## config.mk

```make
export PLATFORM = sky130hd
export DESIGN_NAME = mont_mul
export DESIGN_NICKNAME = d
export VERILOG_FILES = /design/src/rtl/mont_pkg.sv /design/src/rtl/mont_csa.sv /design/src/rtl/mont_iter.sv /design/src/rtl/mont_resolve.sv /design/src/rtl/mont_ctrl.sv /design/src/rtl/mont_mul.sv
export SDC_FILE = /design/constraint.sdc
export NUM_CORES = 1
export LEC_CHECK = 0
export BUFFER_PORTS_ARGS = -buffer_cell sky130_fd_sc_hd__buf_2
export CAP_MARGIN = 20
export CORE_MARGIN = 1
export CORE_UTILIZATION = 66
export CTS_BUF_LIST = sky130_fd_sc_hd__clkbuf_2 sky130_fd_sc_hd__clkbuf_4 sky130_fd_sc_hd__clkbuf_8
export DETAILED_ROUTE_END_ITERATION = 10
export HOLD_SLACK_MARGIN = 0.08
export PLACE_DENSITY = 0.93
export SETUP_SLACK_MARGIN = 0.02
export SLEW_MARGIN = 10
export SYNTH_ARGS = -nofsm -noshare
export SYNTH_HDL_FRONTEND = slang
export SYNTH_SLANG_ARGS = --single-unit
```

## constraint.sdc

```tcl
create_clock -name clk_i -period 6.3 [get_ports clk_i]
set_clock_uncertainty 0.15 [all_clocks]
set_input_delay 0.315 -clock clk_i [delete_from_list [all_inputs] [get_ports clk_i]]
set_output_delay 0.315 -clock clk_i [all_outputs]
set_load 0.1 [all_outputs]
```

## src/rtl/mont_pkg.sv

```systemverilog
package mont_pkg;
  typedef enum logic [1:0] {
    ST_IDLE = 2'd0,
    ST_RUN  = 2'd1,
    ST_FIN  = 2'd2
  } mont_state_e;
endpackage

```

## src/rtl/mont_csa.sv

```systemverilog
// 3:2 compressor: x + y + z == s_o + c_o (carry pre-shifted by one)
module mont_csa #(
  parameter int W = 10
) (
  input  logic [W-1:0] x_i,
  input  logic [W-1:0] y_i,
  input  logic [W-1:0] z_i,
  output logic [W-1:0] s_o,
  output logic [W-1:0] c_o
);
  logic [W-1:0] maj;

  for (genvar g = 0; g < W; g++) begin : g_bit
    assign s_o[g] = x_i[g] ^ y_i[g] ^ z_i[g];
    assign maj[g] = (x_i[g] & y_i[g]) | (x_i[g] & z_i[g]) | (y_i[g] & z_i[g]);
  end

  assign c_o = {maj[W-2:0], 1'b0};

  // top carry cannot be set while total < 2^W
  logic unused_top;
  assign unused_top = maj[W-1];
endmodule

```

## src/rtl/mont_iter.sv

```systemverilog
// One radix-2 iteration on the redundant remainder
module mont_iter #(
  parameter int WIDTH = 8,
  localparam int AW = WIDTH + 2
) (
  input  logic [AW-1:0]    s_i,
  input  logic [AW-1:0]    c1_i,
  input  logic [AW-1:0]    c2_i,
  input  logic             abit_i,
  input  logic [WIDTH-1:0] b_i,
  input  logic [WIDTH-1:0] m_i,
  output logic [AW-1:0]    s_o,
  output logic [AW-1:0]    c1_o,
  output logic [AW-1:0]    c2_o
);
  logic          q;
  logic [AW-1:0] pp, qm;
  logic [AW-1:0] t_s, t_c, u_s, u_c;

  assign q  = s_i[0] ^ c1_i[0] ^ c2_i[0] ^ (abit_i & b_i[0]);
  assign pp = abit_i ? {2'b00, b_i} : '0;
  assign qm = q ? {2'b00, m_i} : '0;

  mont_csa #(.W(AW)) u_csa_a (
    .x_i(s_i), .y_i(c1_i), .z_i(pp), .s_o(t_s), .c_o(t_c)
  );
  mont_csa #(.W(AW)) u_csa_b (
    .x_i(t_s), .y_i(c2_i), .z_i(qm), .s_o(u_s), .c_o(u_c)
  );

  // total is even by choice of q: exact halving of each vector
  assign s_o  = {1'b0, u_s[AW-1:1]};
  assign c1_o = {1'b0, t_c[AW-1:1]};
  assign c2_o = {1'b0, u_c[AW-1:1]};

  logic unused_lsb;
  assign unused_lsb = u_s[0] ^ t_c[0] ^ u_c[0];
endmodule

```

## src/rtl/mont_resolve.sv

```systemverilog
// Carry-propagate merge of the three vectors plus one conditional subtract
module mont_resolve #(
  parameter int WIDTH = 8,
  localparam int AW = WIDTH + 2
) (
  input  logic [AW-1:0]    s_i,
  input  logic [AW-1:0]    c1_i,
  input  logic [AW-1:0]    c2_i,
  input  logic [WIDTH-1:0] m_i,
  output logic [WIDTH-1:0] r_o
);
  logic [AW-1:0] sum, diff, m_ext, sel;

  assign m_ext = {2'b00, m_i};
  assign sum   = s_i + c1_i + c2_i;
  assign diff  = sum - m_ext;
  assign sel   = (sum >= m_ext) ? diff : sum;
  assign r_o   = sel[WIDTH-1:0];

  logic unused_hi;
  assign unused_hi = ^sel[AW-1:WIDTH];
endmodule

```

## src/rtl/mont_ctrl.sv

```systemverilog
module mont_ctrl
  import mont_pkg::*;
#(
  parameter int WIDTH = 8,
  localparam int CW = (WIDTH > 1) ? $clog2(WIDTH) : 1
) (
  input  logic clk_i,
  input  logic rst_ni,
  input  logic start_i,
  output logic accept_o,
  output logic run_o,
  output logic fin_o,
  output logic busy_o
);
  localparam logic [CW-1:0] LAST = CW'(WIDTH - 1);

  mont_state_e   state_q;
  logic [CW-1:0] cnt_q;

  assign accept_o = (state_q == ST_IDLE) && start_i;
  assign run_o    = (state_q == ST_RUN);
  assign fin_o    = (state_q == ST_FIN);
  assign busy_o   = (state_q != ST_IDLE);

  always_ff @(posedge clk_i or negedge rst_ni) begin
    if (!rst_ni) begin
      state_q <= ST_IDLE;
      cnt_q   <= '0;
    end else begin
      unique case (state_q)
        ST_IDLE: if (start_i) begin
          state_q <= ST_RUN;
          cnt_q   <= '0;
        end
        ST_RUN: begin
          if (cnt_q == LAST) state_q <= ST_FIN;
          else               cnt_q   <= cnt_q + 1'b1;
        end
        ST_FIN:  state_q <= ST_IDLE;
        default: state_q <= ST_IDLE;
      endcase
    end
  end
endmodule

```

## src/rtl/mont_mul.sv

```systemverilog
module mont_mul #(
  parameter int WIDTH = 8
) (
  input  logic             clk_i,
  input  logic             rst_ni,
  input  logic             start_i,
  input  logic [WIDTH-1:0] a_i,
  input  logic [WIDTH-1:0] b_i,
  input  logic [WIDTH-1:0] m_i,
  output logic             busy_o,
  output logic             done_o,
  output logic [WIDTH-1:0] res_o
);
  localparam int AW = WIDTH + 2;

  logic             accept, run, fin;
  logic [WIDTH-1:0] a_sh, b_q, m_q, res_q, res_nx;
  logic [AW-1:0]    s_q, c1_q, c2_q, s_nx, c1_nx, c2_nx;
  logic             done_q;

  mont_ctrl #(.WIDTH(WIDTH)) u_ctrl (
    .clk_i    (clk_i),
    .rst_ni   (rst_ni),
    .start_i  (start_i),
    .accept_o (accept),
    .run_o    (run),
    .fin_o    (fin),
    .busy_o   (busy_o)
  );

  mont_iter #(.WIDTH(WIDTH)) u_iter (
    .s_i    (s_q),
    .c1_i   (c1_q),
    .c2_i   (c2_q),
    .abit_i (a_sh[0]),
    .b_i    (b_q),
    .m_i    (m_q),
    .s_o    (s_nx),
    .c1_o   (c1_nx),
    .c2_o   (c2_nx)
  );

  mont_resolve #(.WIDTH(WIDTH)) u_res (
    .s_i  (s_q),
    .c1_i (c1_q),
    .c2_i (c2_q),
    .m_i  (m_q),
    .r_o  (res_nx)
  );

  always_ff @(posedge clk_i or negedge rst_ni) begin
    if (!rst_ni) begin
      a_sh <= '0;
      b_q  <= '0;
      m_q  <= '0;
      s_q  <= '0;
      c1_q <= '0;
      c2_q <= '0;
    end else if (accept) begin
      a_sh <= a_i;
      b_q  <= b_i;
      m_q  <= m_i;
      s_q  <= '0;
      c1_q <= '0;
      c2_q <= '0;
    end else if (run) begin
      a_sh <= a_sh >> 1;
      s_q  <= s_nx;
      c1_q <= c1_nx;
      c2_q <= c2_nx;
    end
  end

  always_ff @(posedge clk_i or negedge rst_ni) begin
    if (!rst_ni) begin
      done_q <= 1'b0;
      res_q  <= '0;
    end else begin
      done_q <= fin;
      if (fin) res_q <= res_nx;
    end
  end

  assign done_o = done_q;
  assign res_o  = res_q;
endmodule

```

* After elaboration in Yosys (flattened, before gate mapping)
Cells that the tools add are included.
Cells by class: multiplexer cells 17, magnitude comparators 1, multiply operators 0, reduce and logical (&&, ||, !) cells 7, add/sub/neg operators 4, divide/modulo/power cells 0, eq/ne operators 6, shift-type cells 0, bitwise logic cells 131
Operator list (count):
- $mux 10 | 6
- $and 1x1->1 | 51
- $mux 8 | 5
- $or 1x1->1 | 36
- $xor 1x1->1 | 36
- $add 10x10->10 | 2
- $ge 10x8->1 | 1
- $sub 8x8->8 | 1
- $mux 3 | 2
- $pmux 3 s2 | 1
- $reduce_bool 2->1 | 3
- $and 1x1->1 const B | 4
- $mux 2 | 2
- $ne 2x2->1 const B | 2
- $pmux 2 s2 | 1
- $xor 1x1->1 const B | 4
- $add 3x1->3 const B | 1
- $eq 3x3->1 const B | 1
- $reduce_and 3->1 | 1
- $eq 2x1->1 const B | 1
- $eq 2x2->1 const B | 1
- $logic_not 2->1 | 1
- $ne 2x1->1 const B | 1
- $reduce_and 2->1 | 1
- $logic_and 1x1->1 | 1
Storage, ports and cells: latch bits 0, memories 0, input bits 27, output and inout port bits 10, bits in registers 68, bits in read-only memories 0, RAM bits 0

* Logic depth before layout (Yosys ltp)
Gate-level depths: netlist (run 1).
depth in word-level cells 9, gate-level depth with buffers 14, gate-level depth less buffers 14

* By module
Synthesis (run 1) repeated with hierarchy kept, for this count alone.
Second synthesis, totals: cells, all modules 376, area total of the unflattened synthesis 4503.1 um^2
By module, submodules not included:
- mont_mul | cells each 183, area each 2568.7 um^2, times used 1
- mont_resolve | cells each 116, area each 1033.5 um^2, times used 1
- mont_csa | cells each 12, area each 215.2 um^2, times used 2
- mont_ctrl | cells each 31, area each 300.3 um^2, times used 1
- mont_iter | cells each 22, area each 170.2 um^2, times used 1

* Least setup slack after synthesis (run 1)
Ideal clock, no wire load.
path kind reg-to-reg, start reg s_q[1], end reg res_q[2] (netlist: res_o[2]), arrival time 3172 ps, path slack 2877 ps, data required time 6049 ps, period minus slack after synthesis 3423 ps, stages on the path, launching flop included 14, cells stage by stage dfrtp_1 fa_1 ha_1 inv_1 fa_1 nor2b_1 o31a_1 a21oi_1 ha_1 a21oi_1 and3_4 o31ai_4 nor2_4 o311ai_2
Between the ends: longest elaborated chain between the ends 4
Ends and longest elaborated chain:
- start, declared | RTL line mont_mul.sv:18 | logic [AW-1:0] s_q, c1_q, c2_q, s_nx, c1_nx, c2_nx;
- start signal, assigned | RTL line mont_mul.sv:68 | s_q <= s_nx;
- $add 10x10->10 * (2 in a row) | RTL line mont_resolve.sv:15 | assign sum = s_i + c1_i + c2_i;
- $sub 8x8->8 / $ge 10x8->1 (equally long branches) | RTL line mont_resolve.sv:16, mont_resolve.sv:17
- $mux 8 * | RTL line mont_resolve.sv:17 | assign sel = (sum >= m_ext) ? diff : sum;
- end signal, assigned | RTL line mont_mul.sv:80 | if (fin) res_q <= res_nx;
- end, declared | RTL line mont_mul.sv:17 | logic [WIDTH-1:0] a_sh, b_q, m_q, res_q, res_nx;
Mark *: on every way between the ends. The rest lies on a longest branch, timed or not. A chain may end at the register's enable or synchronous reset.

* Final worst setup path (run 1)
Ends and elaborated chain as after synthesis.

==> flow_metrics.env, run 1 <==
export IMPL_outcome="complete, no violations"
export IMPL_layout_drive_gt1_share_pct=18.9
export IMPL_grt_start_max_net_pins=62
export IMPL_slowest_stage="fa_1"
export IMPL_max_cap_violations=0
export IMPL_ys_seq_elements=61
export IMPL_die_h_um=77.4
export IMPL_cts_sinks=61
export IMPL_hold_path_class="register to register"
export IMPL_timing_setup_tns_ns=0
export IMPL_antenna_found_initial=0
export IMPL_cts_tree="yes"
export IMPL_period_minus_slack_ns=3.79
export IMPL_ys_top_cells_by_area="dfrtp_1, fa_1, nand2_1"
export IMPL_path_max_fanout=6
export IMPL_wl_um=8330
export IMPL_grt_pass1_vias=3104
export IMPL_hpwl_um=5520
export IMPL_slowest_delay_ns=0.57
export IMPL_cts_htree_levels=3
export IMPL_cp_cell_sequence="fa_1 -> ha_1 -> inv_1 -> fa_1 -> nor2b_1 -> o31a_1 -> a21oi_1 -> ha_1 -> a21oi_1 -> and3_4 -> o31ai_4 -> nor2_4 -> o311ai_2"
export IMPL_synth_nets=440
export IMPL_endpoint_kind="register"
export IMPL_post_cts_buffers=0
export IMPL_seq_area_frac_synth_pct=40.6
export IMPL_grt_total_usage_pct=31.1
export IMPL_synth_top_area_share_pct=40.6
export IMPL_diodes=0
export IMPL_cts_buffer_depth=2
export IMPL_die_w_um=77.4
export IMPL_synth_top_cell_by_area="dfrtp_1"
export IMPL_criticalPathCategory="register to register"
export IMPL_dr_total_vias=2971
export IMPL_rows=27
export IMPL_area_growth_pct=18.9
export IMPL_synth_edf_count=0
export IMPL_ioPinCount=37
export IMPL_synth_avg_cell_area_um2=10.1
export IMPL_clock_latency_ns=0.35
export IMPL_drc=0
export IMPL_clk_pin_slew_ns=0.08
export IMPL_yosys_warnings=0
export IMPL_cts_made_buffers=9
export IMPL_drt_pass1_iter_count=5
export IMPL_worst_pin_slew_ns=0.779
export IMPL_antenna_left=0
export IMPL_clock_fmax_ghz=0.264
export IMPL_setup_worst_path_start_class="register"
export IMPL_synth_main_ff_cell="dfrtp_1"
export IMPL_routedWlPerCell_um=16.3
export IMPL_synth_cells=371
export IMPL_port_buffers=36
export IMPL_regArea_um2=1530
export IMPL_die_area_um2=6000
export IMPL_cp_required_ns=6.40
export IMPL_multi_input_area_um2=2070
export IMPL_critPathArrivalTime_ns=3.89
export IMPL_maxSlewHeadroom_pct=48.1
export IMPL_grt_pass1_wl_um=14100
export IMPL_via_per_inst=5.83
export IMPL_ys_async_sr_fraction_pct=100
export IMPL_overflow=0
export IMPL_post_route_period_util_pct=60.1
export IMPL_cts_root_buf="clkbuf_8"
export IMPL_cts_resized=0
export IMPL_nets=502
export IMPL_synth_distinct_cells=44
export IMPL_ctsHoldBuffers=25
export IMPL_setup_viol=0
export IMPL_drtIter0Drc=205
export IMPL_hold_violations=0
export IMPL_drv_slew=0
export IMPL_initial_core_util_pct=68.2
export IMPL_rsz0062_at_grt="false"
export IMPL_gp_congestion=0.871
export IMPL_fillerInstances=323
export IMPL_netlist_area_um2=3760
export IMPL_core_area_um2=5510
## cell type report
class	instances	area share (%)
repair buffers	65	10.3
multi-input cells	265	46.3
flip-flops and latches	61	34.2
clock buffers	10	3.08
clock inverters	6	1.54
well taps	72	2.02
inverters	31	2.61
## registers in the layout, indices dropped and copies added (netlist names)
signal	flops
a_sh	8
b_q	8
c1_q	8
c2_q	8
done_o	1
m_q	8
res_o	8
s_q	7
u_ctrl.cnt_q	3
u_ctrl.state_q	2
## layer usage
layer | GRT usage [%] | part of all wire (%) | up-vias
li1 | - | - | 1388
met1 | 37.7 | 41 | 1449
met2 | 53.5 | 51 | 113
met3 | 8.71 | 5.2 | 21
met4 | 10.4 | 2.5 | 0
met5 | 0 | 0 | -
## metrics by stage
| stage | worst slack, ns | utilization (%) | hold slack [ns] | area [um2] | instances |
|---|---|---|---|---|---|
| after floorplan | 2.88 | - | -0.131 | 3760 | 371 |
| after global placement | 2.76 | 72.8 | 0.308 | 4010 | 469 |
| after detailed placement | 2.61 | 72.8 | 0.318 | 4010 | 469 |
| after CTS | 2.56 | 81.1 | 0.337 | 4470 | 510 |
| after global routing | 2.40 | 81.1 | 0.366 | 4470 | 510 |
| final | 2.51 | 81.1 | 0.332 | 4470 | 510 |
## placed cells by master (no fill, tap or decap), types with 5 or more instances in the layout
master | synthesis | routed
a22oi_1 | 7 | 7
inv_1 | 31 | 31
nor2_1 | 14 | 13
a21oi_1 | 10 | 10
o21a_1 | 5 | 5
buf_2 | 2 | 36
dfrtp_1 | 61 | 61
fa_1 | 23 | 23
clkbuf_8 | 0 | 10
ha_1 | 19 | 19
o22ai_1 | 14 | 14
nand2_1 | 69 | 69
and2_1 | 10 | 10
mux2_2 | 10 | 10
a31oi_1 | 6 | 6
dlygate4sd3_1 | 0 | 25
xnor2_1 | 6 | 6
o21ai_0 | 21 | 21
## final timing paths
check	cells past startpoint	from	endpoint	slack, ns
max in group asynchronous	3	rst_ni	c2_q[4]$_DFFE_PN0P_	4.97
hold / removal	2	a_sh[2]$_DFFE_PN0P_	a_sh[2]$_DFFE_PN0P_	0.33
min in group asynchronous	3	rst_ni	s_q[6]$_DFFE_PN0P_	0.49
setup reg to reg	13	s_q[1]$_DFFE_PN0P_	res_o[2]$_DFFE_PN0P_	2.51
setup / recovery	13	s_q[1]$_DFFE_PN0P_	res_o[2]$_DFFE_PN0P_	2.51
hold reg to reg	2	a_sh[2]$_DFFE_PN0P_	a_sh[2]$_DFFE_PN0P_	0.33
## worst max-delay path, delay by kind of cell, from the launching register on
family,cells,cell delay [ns]
AOI/OAI and AO/OA,5,1.00
adders and majority gates,4,1.54
buffers and inverters,1,0.06
DFF,1,0.45
and+or+nand+nor,3,0.49
## cells by family (layout without fill, tap and decap cells)
family / Yosys count / count (layout) / share of synthesized area, %
multiplexers: 12 / 12 / 4.00
buffers and inverters: 45 / 112 / 4.56
flip-flops: 61 / 61 / 40.6
AND/OR/NAND/NOR: 116 / 116 / 14.0
XOR/XNOR: 10 / 10 / 2.33
adder cells (fa/ha/maj): 42 / 42 / 18.6
AO/OA/AOI/OAI: 85 / 85 / 15.9
## Yosys cell counts (5+ instances only)
cell type	count
a21oi_1	10
a22oi_1	7
a31oi_1	6
and2_1	10
clkbuf_1	10
dfrtp_1	61
fa_1	23
ha_1	19
inv_1	31
mux2_2	10
nand2_1	69
nor2_1	14
o21a_1	5
o21ai_0	21
o22ai_1	14
xnor2_1	6
Power of run 1 is not shown: default switching activity piles up to over one toggle a cycle in this logic, so the estimate is an artifact.
==> inputs of run 2 (changes only) <==
- CORE_UTILIZATION: 66 -> 62
- PLACE_DENSITY: 0.93 -> 0.88
- clock period: 6.3 -> 3.5 ns (I/O delays scaled with it)
==> run 2 against run 1 <==
The run now ends with setup timing left; setup slack worse by 2.6 ns; sequential cell count stayed put; sequential share of layout area is 2.1 points lower; via count is 4.6% higher; maximum frequency is 5.0% higher; die area is 6.3% higher; wire length is 8.3% higher; critical path depth is 1 higher; worst hold slack worse by 0.17 ns; clock-buffer cell count stayed put; global-route usage hardly changed; cell area is 6.6% higher; critical endpoint is now res_o[7]$_DFFE_PN0P_.
==> flow_metrics.env, run 2 (synthesis results as in run 1) <==
export IMPL_endpoint_kind="register"
export IMPL_period_minus_slack_ns=3.61
export IMPL_failed_checks="setup timing"
export IMPL_initial_core_util_pct=66.2
export IMPL_antenna_found_initial=0
export IMPL_setup_viol=7
export IMPL_hold_violations=0
export IMPL_clock_latency_ns=0.36
export IMPL_cts_buffer_depth=2
export IMPL_nets=527
export IMPL_setup_ws_ns=-0.107
export IMPL_drt_pass1_iter_count=5
export IMPL_cp_required_ns=3.63
export IMPL_die_h_um=79.8
export IMPL_timing_setup_tns_ns=-0.278
export IMPL_path_max_fanout=4
export IMPL_cts_htree_levels=3
export IMPL_max_cap_violations=0
export IMPL_startpoint="c1_q[1]$_DFFE_PN0P_"
export IMPL_worst_pin_slew_ns=0.833
export IMPL_clock_fmax_ghz=0.277
export IMPL_rsz0062_at_grt="true"
export IMPL_clk_pin_slew_ns=0.08
export IMPL_die_area_um2=6370
export IMPL_r2r_start="c1_q[1]$_DFFE_PN0P_"
export IMPL_overflow=0
export IMPL_final_cell_mix="nand2_1, dfrtp_1, buf_2"
export IMPL_drtIter0Drc=207
export IMPL_cts_tree="yes"
export IMPL_antenna_left=0
export IMPL_core_area_um2=5680
export IMPL_hpwl_um=5820
export IMPL_cts_sinks=61
export IMPL_rows=27
export IMPL_criticalPathCategory="register to register"
export IMPL_min_delay_worst_endpoint="a_sh[7]$_DFFE_PN0P_"
export IMPL_reg2reg_depth=14
export IMPL_via_per_inst=5.81
export IMPL_maxSlewHeadroom_pct=44.4
export IMPL_stdcell_area_um2=4760
export IMPL_grt_pass1_vias=3214
export IMPL_port_buffers=36
export IMPL_timing_rr_end="res_o[7]$_DFFE_PN0P_"
export IMPL_cts_made_buffers=9
export IMPL_final_common_cell="nand2_1"
export IMPL_ioPinCount=37
export IMPL_grt_pass1_wl_um=14600
export IMPL_holdWs_ns=0.159
export IMPL_critPathArrivalTime_ns=3.73
export IMPL_fin_util_pct=83.9
export IMPL_fillerInstances=293
export IMPL_dpl_instance_area_um2=4120
export IMPL_drv_slew=0
export IMPL_hold_path_class="input pin to register"
export IMPL_routedWlPerCell_um=16.9
export IMPL_setup_worst_path_start_class="register"
export IMPL_grt_start_max_net_pins=40
export IMPL_diodes=0
export IMPL_outcome="complete, but fails checks"
export IMPL_whs_path_depth=5
export IMPL_drc=0
export IMPL_regArea_um2=1530
export IMPL_die_w_um=79.8
export IMPL_post_route_period_util_pct=103
export IMPL_rrSetupSlack_ns=-0.11
export IMPL_cts_root_buf="clkbuf_8"
export IMPL_layout_drive_gt1_share_pct=26.3
export IMPL_hp_start="start_i"
export IMPL_grt_total_usage_pct=31.1
export IMPL_gp_congestion=0.871
export IMPL_dr_total_vias=3107
export IMPL_wl_um=9020
export IMPL_multi_input_area_um2=2150
export IMPL_area_growth_pct=26.8
==> run 2: cell count changes in the layout (fill, tap and decap cells not counted), moves of 2 or more <==
cell,change
o21ai_2,+2
a21oi_1,-2
buf_4,+23
inv_6,-2
buf_6,+2
ha_1,-2
==> run 2: area by class of cell <==
type                       count  area share (%)
multi-input combinational    265            45.1
sequential                    61            32.1
timing repair buffer          90            13.8
clock buffer                  10            2.89
inverter                      31            2.44
tap                           72            1.89
clock inverter                 6            1.81
==> run 2: stage by stage <==
step	setup slack, ns	instances
floorplan	0.0770	371
global placement	0.0394	484
detailed placement	-0.102	484
CTS	0.0202	531
global route	-0.251	535
finish	-0.107	535
==> run 2: critical path, stage by stage (launching register included) <==
cell and delay, ns:
dfrtp_1 0.40, fa_1 0.55, ha_2 0.18, inv_2 0.04
fa_2 0.36, nor2b_2 0.13, o21ai_0 0.09, a21oi_1 0.21
ha_1 0.30, or2_2 0.29, a21oi_1 0.16, a31oi_1 0.08
xor2_1 0.29, o21ai_2 0.14, a21oi_2 0.16
==> run 2: repair_timing <==
action / in CTS / in global routing
hold endpoints to repair: 60 / 0
setup buffers: 6 / 4
resized for setup: 11 / 10
endpoints found under the setup margin: 8 / 8
hold buffers: 25 / 0
pin swaps: 12 / 14
==> run 2: layer usage <==
metal / track usage, % / share of wire, %
met5: 0 / 0
met3: 6.74 / 5.3
met4: 15.0 / 2.6
met2: 51.9 / 50
met1: 38.2 / 42
==> run 2: worst max-delay path by stage <==
stage,end,depth (start not counted)
floorplan,res_o[2]$_DFFE_PN0P_,13
detailed placement,res_o[7]$_DFFE_PN0P_,13
global placement,res_o[7]$_DFFE_PN0P_,13
global route,res_o[7]$_DFFE_PN0P_,14
finish,res_o[7]$_DFFE_PN0P_,14
CTS,res_o[6]$_DFFE_PN0P_,12
Power of run 2 is left out for the same reason.
